<file path="config.mk">
export PLATFORM = sky130hd
export DESIGN_NAME = baud_clk_gen
export DESIGN_NICKNAME = d
export VERILOG_FILES = /design/src/rtl/baud_pkg.sv /design/src/rtl/bcg_ext_sync.sv /design/src/rtl/bcg_half_div.sv /design/src/rtl/bcg_rate_div.sv /design/src/rtl/baud_clk_gen.sv
export SDC_FILE = /design/constraint.sdc
export NUM_CORES = 1
export LEC_CHECK = 0
export ABC_CLOCK_PERIOD_IN_PS = 2000
export BUFFER_PORTS_ARGS = -buffer_cell sky130_fd_sc_hd__buf_2
export CAP_MARGIN = 20
export CORE_MARGIN = 10
export CORE_UTILIZATION = 53
export DETAILED_ROUTE_END_ITERATION = 8
export GPL_ROUTABILITY_DRIVEN = 0
export PLACE_DENSITY = 0.72
export SETUP_SLACK_MARGIN = 0.15
export SYNTH_ARGS = -nofsm -noshare
export SYNTH_HDL_FRONTEND = slang
export SYNTH_SLANG_ARGS = --single-unit
</file>
<file path="constraint.sdc">
create_clock -name clk -period 2 [get_ports clk]
set_clock_uncertainty 0.05 [all_clocks]
set_input_delay 0.4 -clock clk [delete_from_list [all_inputs] [get_ports clk]]
set_output_delay 0.4 -clock clk [all_outputs]
set_load 0.01 [all_outputs]
</file>
<file path="src/rtl/baud_pkg.sv">
package baud_pkg;
  typedef enum logic {DIV_LEGACY = 1'b0, DIV_TC = 1'b1} div_mode_e;
  localparam int POW_W       = 3;
  localparam logic [POW_W-1:0] EXT_CODE = '1;
  localparam int HALF_PRE_LO = 5;
  localparam int HALF_PRE_HI = 15;
  localparam int TC_OFFSET   = 2;
endpackage

</file>
<file path="src/rtl/bcg_ext_sync.sv">
module bcg_ext_sync #(
  parameter int STAGES = 2
) (
  input  logic clk,
  input  logic rst,
  input  logic pin_i,
  output logic rise_o
);
  logic [STAGES-1:0] sync_q;
  logic              last_q;

  genvar g;
  generate
    for (g = 0; g < STAGES; g++) begin : g_sync
      if (g == 0) begin : g_first
        always_ff @(posedge clk) begin
          if (rst) sync_q[0] <= 1'b0;
          else     sync_q[0] <= pin_i;
        end
      end else begin : g_next
        always_ff @(posedge clk) begin
          if (rst) sync_q[g] <= 1'b0;
          else     sync_q[g] <= sync_q[g-1];
        end
      end
    end
  endgenerate

  always_ff @(posedge clk) begin
    if (rst) last_q <= 1'b0;
    else     last_q <= sync_q[STAGES-1];
  end

  assign rise_o = sync_q[STAGES-1] & ~last_q;

  // one pin edge never yields two adjacent ticks
  property p_single_rise;
    @(posedge clk) disable iff (rst) rise_o |=> !rise_o;
  endproperty
  assert_single_rise_R9: assert property (p_single_rise);
endmodule

</file>
<file path="src/rtl/bcg_half_div.sv">
module bcg_half_div
  import baud_pkg::*;
#(
  parameter int TC_W = 16
) (
  input  logic             clk,
  input  logic             rst,
  input  div_mode_e        mode_i,
  input  logic             pre_sel_i,
  input  logic [POW_W-1:0] pow_sel_i,
  input  logic [TC_W-1:0]  tc_i,
  output logic             gen_tick_o,
  output logic             clk_out_o
);
  localparam int CNT_W = TC_W + 1;

  logic [CNT_W-1:0] cnt_q;
  logic [CNT_W-1:0] reload;
  logic [CNT_W-1:0] base;
  logic             term;
  logic             clk_q;

  always_comb begin
    base = pre_sel_i ? CNT_W'(HALF_PRE_HI) : CNT_W'(HALF_PRE_LO);
    if (mode_i == DIV_TC)
      reload = {1'b0, tc_i} + CNT_W'(TC_OFFSET - 1);
    else
      reload = (base << pow_sel_i) - CNT_W'(1);
  end

  assign term = (cnt_q == '0);

  always_ff @(posedge clk) begin
    if (rst) begin
      cnt_q <= '0;
      clk_q <= 1'b0;
    end else if (term) begin
      cnt_q <= reload;
      clk_q <= ~clk_q;
    end else begin
      cnt_q <= cnt_q - CNT_W'(1);
    end
  end

  assign gen_tick_o = term & clk_q;
  assign clk_out_o  = clk_q;

  // shortest half period is two cycles
  property p_half_min;
    @(posedge clk) disable iff (rst) term |=> !term;
  endproperty
  assert_half_min_R2: assert property (p_half_min);

  // shortest full period is four cycles
  property p_tick_gap;
    @(posedge clk) disable iff (rst)
      gen_tick_o |=> !gen_tick_o ##1 !gen_tick_o ##1 !gen_tick_o;
  endproperty
  assert_tick_gap_R1: assert property (p_tick_gap);
endmodule

</file>
<file path="src/rtl/bcg_rate_div.sv">
module bcg_rate_div #(
  parameter int OS_LO_LOG = 4,
  parameter int OS_HI_LOG = 6
) (
  input  logic clk,
  input  logic rst,
  input  logic src_tick_i,
  input  logic os_ratio_i,
  input  logic iso_1x_i,
  output logic samp_en_o,
  output logic bclk_en_o
);
  localparam int OS_W = OS_HI_LOG;
  localparam logic [OS_W-1:0] LIM_LO = OS_W'((1 << OS_LO_LOG) - 1);
  localparam logic [OS_W-1:0] LIM_HI = OS_W'((1 << OS_HI_LOG) - 1);

  logic [OS_W-1:0] os_q;
  logic [OS_W-1:0] limit;
  logic            wrap;

  assign limit = os_ratio_i ? LIM_HI : LIM_LO;
  assign wrap  = (os_q >= limit);

  always_ff @(posedge clk) begin
    if (rst) begin
      os_q      <= '0;
      samp_en_o <= 1'b0;
      bclk_en_o <= 1'b0;
    end else begin
      samp_en_o <= src_tick_i;
      bclk_en_o <= src_tick_i & (iso_1x_i | wrap);
      if (src_tick_i) os_q <= wrap ? '0 : os_q + OS_W'(1);
    end
  end

  // a bit enable always rides on a sample enable
  property p_bit_on_samp;
    @(posedge clk) disable iff (rst) bclk_en_o |-> samp_en_o;
  endproperty
  assert_bit_on_samp_R4: assert property (p_bit_on_samp);

  // in 1x mode both enables match
  property p_iso_match;
    @(posedge clk) disable iff (rst) $past(iso_1x_i) |-> (bclk_en_o == samp_en_o);
  endproperty
  assert_iso_match_R5: assert property (p_iso_match);

  // quiet outputs after any reset edge
  logic rst_seen_q;
  always_ff @(posedge clk) rst_seen_q <= rst;
  always @(negedge clk) begin
    if (rst_seen_q) begin
      assert_reset_quiet_R8: assert (!samp_en_o && !bclk_en_o);
    end
  end
endmodule

</file>
<file path="src/rtl/baud_clk_gen.sv">
module baud_clk_gen
  import baud_pkg::*;
#(
  parameter int BYTE_W      = 8,
  parameter int SYNC_STAGES = 2,
  parameter int OS_LO_LOG   = 4,
  parameter int OS_HI_LOG   = 6
) (
  input  logic              clk,
  input  logic              rst,
  input  logic              div_mode_i,
  input  logic              pre_sel_i,
  input  logic [POW_W-1:0]  pow_sel_i,
  input  logic              os_ratio_i,
  input  logic              iso_1x_i,
  input  logic [BYTE_W-1:0] tc_byte_i,
  input  logic              tc_lo_we_i,
  input  logic              tc_hi_we_i,
  input  logic              ext_clk_i,
  output logic              samp_en_o,
  output logic              bclk_en_o,
  output logic              clk_out_o,
  output logic              clk_out_oe_o
);
  localparam int TC_W = 2 * BYTE_W;

  logic [TC_W-1:0] tc_q;
  logic            gen_tick;
  logic            ext_rise;
  logic            ext_sel;
  logic            src_tick;
  div_mode_e       mode;

  assign mode    = div_mode_e'(div_mode_i);
  assign ext_sel = (mode == DIV_LEGACY) && (pow_sel_i == EXT_CODE);
  assign src_tick = ext_sel ? ext_rise : gen_tick;

  // staged time constant, consumed by the counter only at reload
  always_ff @(posedge clk) begin
    if (rst) begin
      tc_q <= '0;
    end else begin
      if (tc_lo_we_i) tc_q[BYTE_W-1:0]    <= tc_byte_i;
      if (tc_hi_we_i) tc_q[TC_W-1:BYTE_W] <= tc_byte_i;
    end
  end

  always_ff @(posedge clk) begin
    if (rst) clk_out_oe_o <= 1'b1;
    else     clk_out_oe_o <= ~ext_sel;
  end

  bcg_half_div #(.TC_W(TC_W)) u_half (
    .clk        (clk),
    .rst        (rst),
    .mode_i     (mode),
    .pre_sel_i  (pre_sel_i),
    .pow_sel_i  (pow_sel_i),
    .tc_i       (tc_q),
    .gen_tick_o (gen_tick),
    .clk_out_o  (clk_out_o)
  );

  bcg_ext_sync #(.STAGES(SYNC_STAGES)) u_sync (
    .clk    (clk),
    .rst    (rst),
    .pin_i  (ext_clk_i),
    .rise_o (ext_rise)
  );

  bcg_rate_div #(.OS_LO_LOG(OS_LO_LOG), .OS_HI_LOG(OS_HI_LOG)) u_rate (
    .clk        (clk),
    .rst        (rst),
    .src_tick_i (src_tick),
    .os_ratio_i (os_ratio_i),
    .iso_1x_i   (iso_1x_i),
    .samp_en_o  (samp_en_o),
    .bclk_en_o  (bclk_en_o)
  );

  // external source disables the clock pin driver
  property p_ext_oe;
    @(posedge clk) disable iff (rst) ext_sel |=> !clk_out_oe_o;
  endproperty
  assert_ext_oe_R6: assert property (p_ext_oe);
endmodule

</file>
======== Word level (Yosys, flattened, before mapping) ========
Cells that the tools add are included.
Widths: inputs -> output; s select.
operators by class
  shifts and indexed selects .............. 1
  eq/ne operators ......................... 1
  mux-type cells .......................... 6
  reduce and logical (&&, ||, !) cells .... 2
  add/subtract/negate cells ............... 4
  bitwise gates (word level) .............. 8
  $lt $le $gt $ge ......................... 1
operator list
  kind                   number
  $mux 17                2
  $sub 17x1->17 const B  2
  $add 16x1->17 const B  1
  $logic_not 17->1       1
  $shl 17x3->17          1
  $mux 6                 2
  $add 6x1->6 const B    1
  $ge 6x6->1             1
  $mux 4                 1
  $not 1->1              4
  $and 1x1->1            3
  $eq 3x3->1 const B     1
  $logic_and 1x1->1      1
  $mux 1                 1
  $or 1x1->1             1
word-level totals
  logic and storage cells ................. 34
  flip-flop bits (word level) ............. 46
  output and inout bits ................... 4

======== Depth between registers and ports, before layout ========
  depth in word-level cells ............... 5
  mapped depth ............................ 9
  depth with buffers taken out ............ 8

======== Hierarchy ========
Synthesis repeated with hierarchy kept, for this count alone.
unflattened totals
  cell total of the unflattened synthesis .. 285
  area, all modules ....................... 2544.9 µm²
modules (own cells, without submodules)
  module        cells each  times used  area each (µm²)
  bcg_half_div  180         1           1448.9
  baud_clk_gen  56          1           626.9
  bcg_rate_div  42          1           381.6
  bcg_ext_sync  7           1           87.6

======== Least setup slack after synthesis ========
OpenSTA, ideal clock, no wires.
  path kind ............................... in2reg
  start point ............................. input pow_sel_i[0]
  end point ............................... register u_half.cnt_q[6]
  slack ................................... -59 ps
  path buffers ............................ 1
  stages .................................. 9
  library setup time ...................... 136 ps
  data required time ...................... 1814 ps
  arrival ................................. 1874 ps
  path through ............................ clkbuf_1 -> nor2_1 -> or3_1 -> ha_1 -> nand2_1 -> o21ai_0 -> a32o_1 -> o21ai_0 -> a211oi_1
between the ends
  cells in the longest elaborated chain, start to end .. 4
ends and longest elaborated chain
  what                  RTL line            RTL
  from (decl)           baud_clk_gen.sv:13  input logic [POW_W-1:0] pow_sel_i,
  $shl 17x3->17         bcg_half_div.sv:28  reload = (base << pow_sel_i) - CNT_W'(1);
  $sub 17x1->17         bcg_half_div.sv:28
  $mux 17               bcg_half_div.sv:25  if (mode_i == DIV_TC)
  $mux 17               bcg_half_div.sv:37  end else if (term) begin
  to (signal assigned)  bcg_half_div.sv:38  cnt_q <= reload;
  to (signal assigned)  bcg_half_div.sv:41  cnt_q <= cnt_q - CNT_W'(1);
  to (decl)             bcg_half_div.sv:17  logic [CNT_W-1:0] cnt_q;
Every way passes these cells.
A chain may end at the register's enable or synchronous reset.

======== Final worst setup path ========
  start point ............................. register u_half.cnt_q[9]
  end point ............................... register u_half.cnt_q[5]
between the ends
  cells in the longest elaborated chain, start to end .. 2
ends and longest elaborated chain
  what              RTL line            RTL
  $logic_not 17->1  bcg_half_div.sv:31  assign term = (cnt_q == '0);
  $mux 17           bcg_half_div.sv:37
Every way passes these cells.

==> results_dict.tcl <==
set metrics [dict create \
    grt_usage 0.152 \
    grt_max_degree 32 \
    route.detailed.drc 0 \
    stdcell_count 388 \
    clock_latency_ps 290 \
    hp-class "input port to flip-flop" \
    die-width_um 89.5 \
    start_kind "flip-flop" \
    powerDensity_nw_per_um2 1140 \
    drive_gt1_frac 0.275 \
    grt_pass1_vias 2215 \
    drt_iter0_drc 137 \
    synthToLayoutAreaGrowth_pct 21.1 \
    synth_top_cell_area_share 0.359 \
    synth_fp_nets 314 \
    ys_types 45 \
    wl_per_cell_um 15.0 \
    dp.cells 370 \
    finalCritPeriodShare 0.969 \
    final_area_um2 3100 \
    cts_sinks 46 \
    status "completed" \
    row_count 25 \
    vias 2243 \
    wirelength_um 5820 \
    ant_nets 0 \
    postCtsHoldBufs 0 \
    synth_area_leader_cell "dfxtp_1" \
    hold_viol_final 0 \
    fin_nets 359 \
    core_region_area_um2 4690 \
    use_met3 0.0374 \
    dp_hpwl_um 4140 \
    final_max_slew_viol_count 0 \
    dp_slack_ps -40.6 \
    boundaryPins 24 \
    ys_ff_latch 46 \
    dr.pass1.iters 4 \
    overflow 0 \
    cts_buffers 5 \
    synthFlopType "dfxtp_1" \
    peakVddDrop_mv 0.516 \
    antenna_found_initial 0 \
    synth_edf_count 0 \
    portBuffers 23 \
    rsz0062_at_grt "yes" \
    maxSlewHeadroom 0.740 \
    max_clock_freq_ghz 0.516 \
    place_area_um2 2840 \
    criticalPathCategory "flip-flop to flip-flop" \
    max_cap_violations 0 \
    cts_root_buffer "clkbuf_8" \
    worst_slew_pin_slew_ps 388 \
    final.min_clock_period_ps 1940 \
    ys_warn_count 0 \
    grtUsageMet2 0.250 \
    netlist_area_um2 2560 \
    worst_slack_ps 62.9 \
    met1_usage 0.191 \
    synthTopCellsByArea "dfxtp_1, mux2i_1, xnor2_1" \
    setup_violations 0 \
    cts_tree "done" \
    fin_util 0.662 \
    synthCells 288 \
    critical_path_arrival_ps 2060 \
    synthArstFlopShare 0 \
    fin_hold_ws_ps 260 \
    clockBufferDepth 2 \
    chipHeight_um 89.5 \
    syn_avg_cell_area_um2 8.90 \
    cts_htree_levels 2 \
    clkTransAtPathRegs_ps 80 \
    critPathMaxFanout 7 \
    start_util 0.546 \
    dieArea_um2 8020 \
    grt_first_pass_wirelength_um 9890 \
    yosysSeqAreaShare 0.359 \
    cp-end-kind "flip-flop" \
    required_ps 2120 \
    top_usage_layer "met2" \
    avgViaCountPerCell 5.78 \
    p_leak_nw 1.26 \
    antennaDiodeCount 0 \
]
==> per-layer routing <==
layer,wire length [um],up-vias,part of all wire
met1,2640,1051,0.45
met2,2850,54,0.49
met4,23,0,0.0040
li1,-,1134,-
met3,312,4,0.054
met5,0,-,0
==> registers in the layout, summed over array words and instances, names as in the netlist <==
signal,flops
clk_out_oe_o,1
u_sync.last_q,1
u_rate.os_q,6
u_half.clk_out_o,1
u_sync.sync_q,2
u_rate.samp_en_o,1
u_half.cnt_q,17
tc_q,16
u_rate.bclk_en_o,1
==> area by class of cell <==
cell class,count,area (um2)
Multi-Input combinational cell,218,1620
Fill cell,394,1590
Sequential cell,46,928
Timing Repair Buffer,57,378
Clock buffer,7,86.3
Tap cell,54,67.6
Inverter,5,18.8
Clock inverter,1,5.00
==> cell usage in the layout (no fill, tap or decap), types with 4 or more instances in the layout <==
cell type and n:
dfxtp_1 42, buf_4 32, nor2_1 28, buf_2 23, mux2i_1 17, xnor2_1 17, nand2_1 15, nand3_1 12
xor2_1 11, nand4_1 9, nor3_1 9, a21oi_1 7, a211oi_1 7, and3_1 6, nor2b_1 6, clkbuf_8 6
o31ai_1 5, o21ai_0 5, ha_1 5, or3_1 4, inv_1 4, a211oi_2 4, a32o_1 4
==> synthesized netlist by cell type (3+ instances only) <==
cell,instances
and2_1,3
a21oi_1,8
nand2b_1,3
nand4_1,9
and4_1,3
a32o_1,4
o21a_1,4
o31ai_1,5
mux2i_1,17
nor3_1,10
nand3_1,13
a211oi_1,11
clkbuf_1,15
ha_1,6
nor2b_1,6
xor2_1,11
inv_1,4
and3_1,6
o21ai_0,8
nand2_1,15
dfxtp_1,46
nor2_1,29
or3_1,4
xnor2_1,17
==> critical path, cell delays in order, from the launching register on <==
cell      delay [ps]
dfxtp_2          340
nor4_4           370
nand4_4          130
or4_4            490
buf_4            170
a211oi_4         200
a211oi_2          70
==> final timing paths <==
| kind | start | to | slack, ps | cells past startpoint |
|---|---|---|---|---|
| max | u_half.cnt_q[9]$_SDFF_PP0_ | u_half.cnt_q[5]$_SDFF_PP0_ | 60 | 6 |
| min reg2reg | u_sync.sync_q[0]$_SDFF_PP0_ | u_sync.sync_q[1]$_SDFF_PP0_ | 390 | 1 |
| max reg2reg | u_half.cnt_q[9]$_SDFF_PP0_ | u_half.cnt_q[5]$_SDFF_PP0_ | 60 | 6 |
| min | iso_1x_i | u_rate.bclk_en_o$_SDFF_PP0_ | 260 | 2 |
==> cell families after synthesis <==
logic type | after synthesis | share of synthesized area
AO/OA/AOI/OAI | 53 | 0.152
buffers and inverters | 24 | 0.0420
multiplexers | 17 | 0.0664
AND/OR/NAND/NOR | 114 | 0.255
XOR/XNOR | 28 | 0.0957
adder cells (fa/ha/maj) | 6 | 0.0293
flip-flops | 46 | 0.359
==> metrics by stage <==
step	power, mW	setup TNS (ps)
2_1_floorplan	2.29	0
3_3_place_gp	2.67	-41.2
3_5_place_dp	2.69	-55.2
4_1_cts	3.40	0
5_1_grt	3.75	0
6_report	3.53	0
==> repair_timing <==
action | CTS | global route
pin swaps | 10 | 8
buffers inserted | 6 | 4
resized for setup | 15 | 11
setup endpoints to repair | 22 | 21
cloned | 0 | 0
==> power breakdown <==
part	total (mW)	internal (mW)	switching, mW
Sequential	1.28	1.10	0.176
Clock	0.574	0.279	0.295
Combinational	1.68	0.867	0.810
Total	3.53	2.25	1.28
Power figures use the tool's default switching activity.
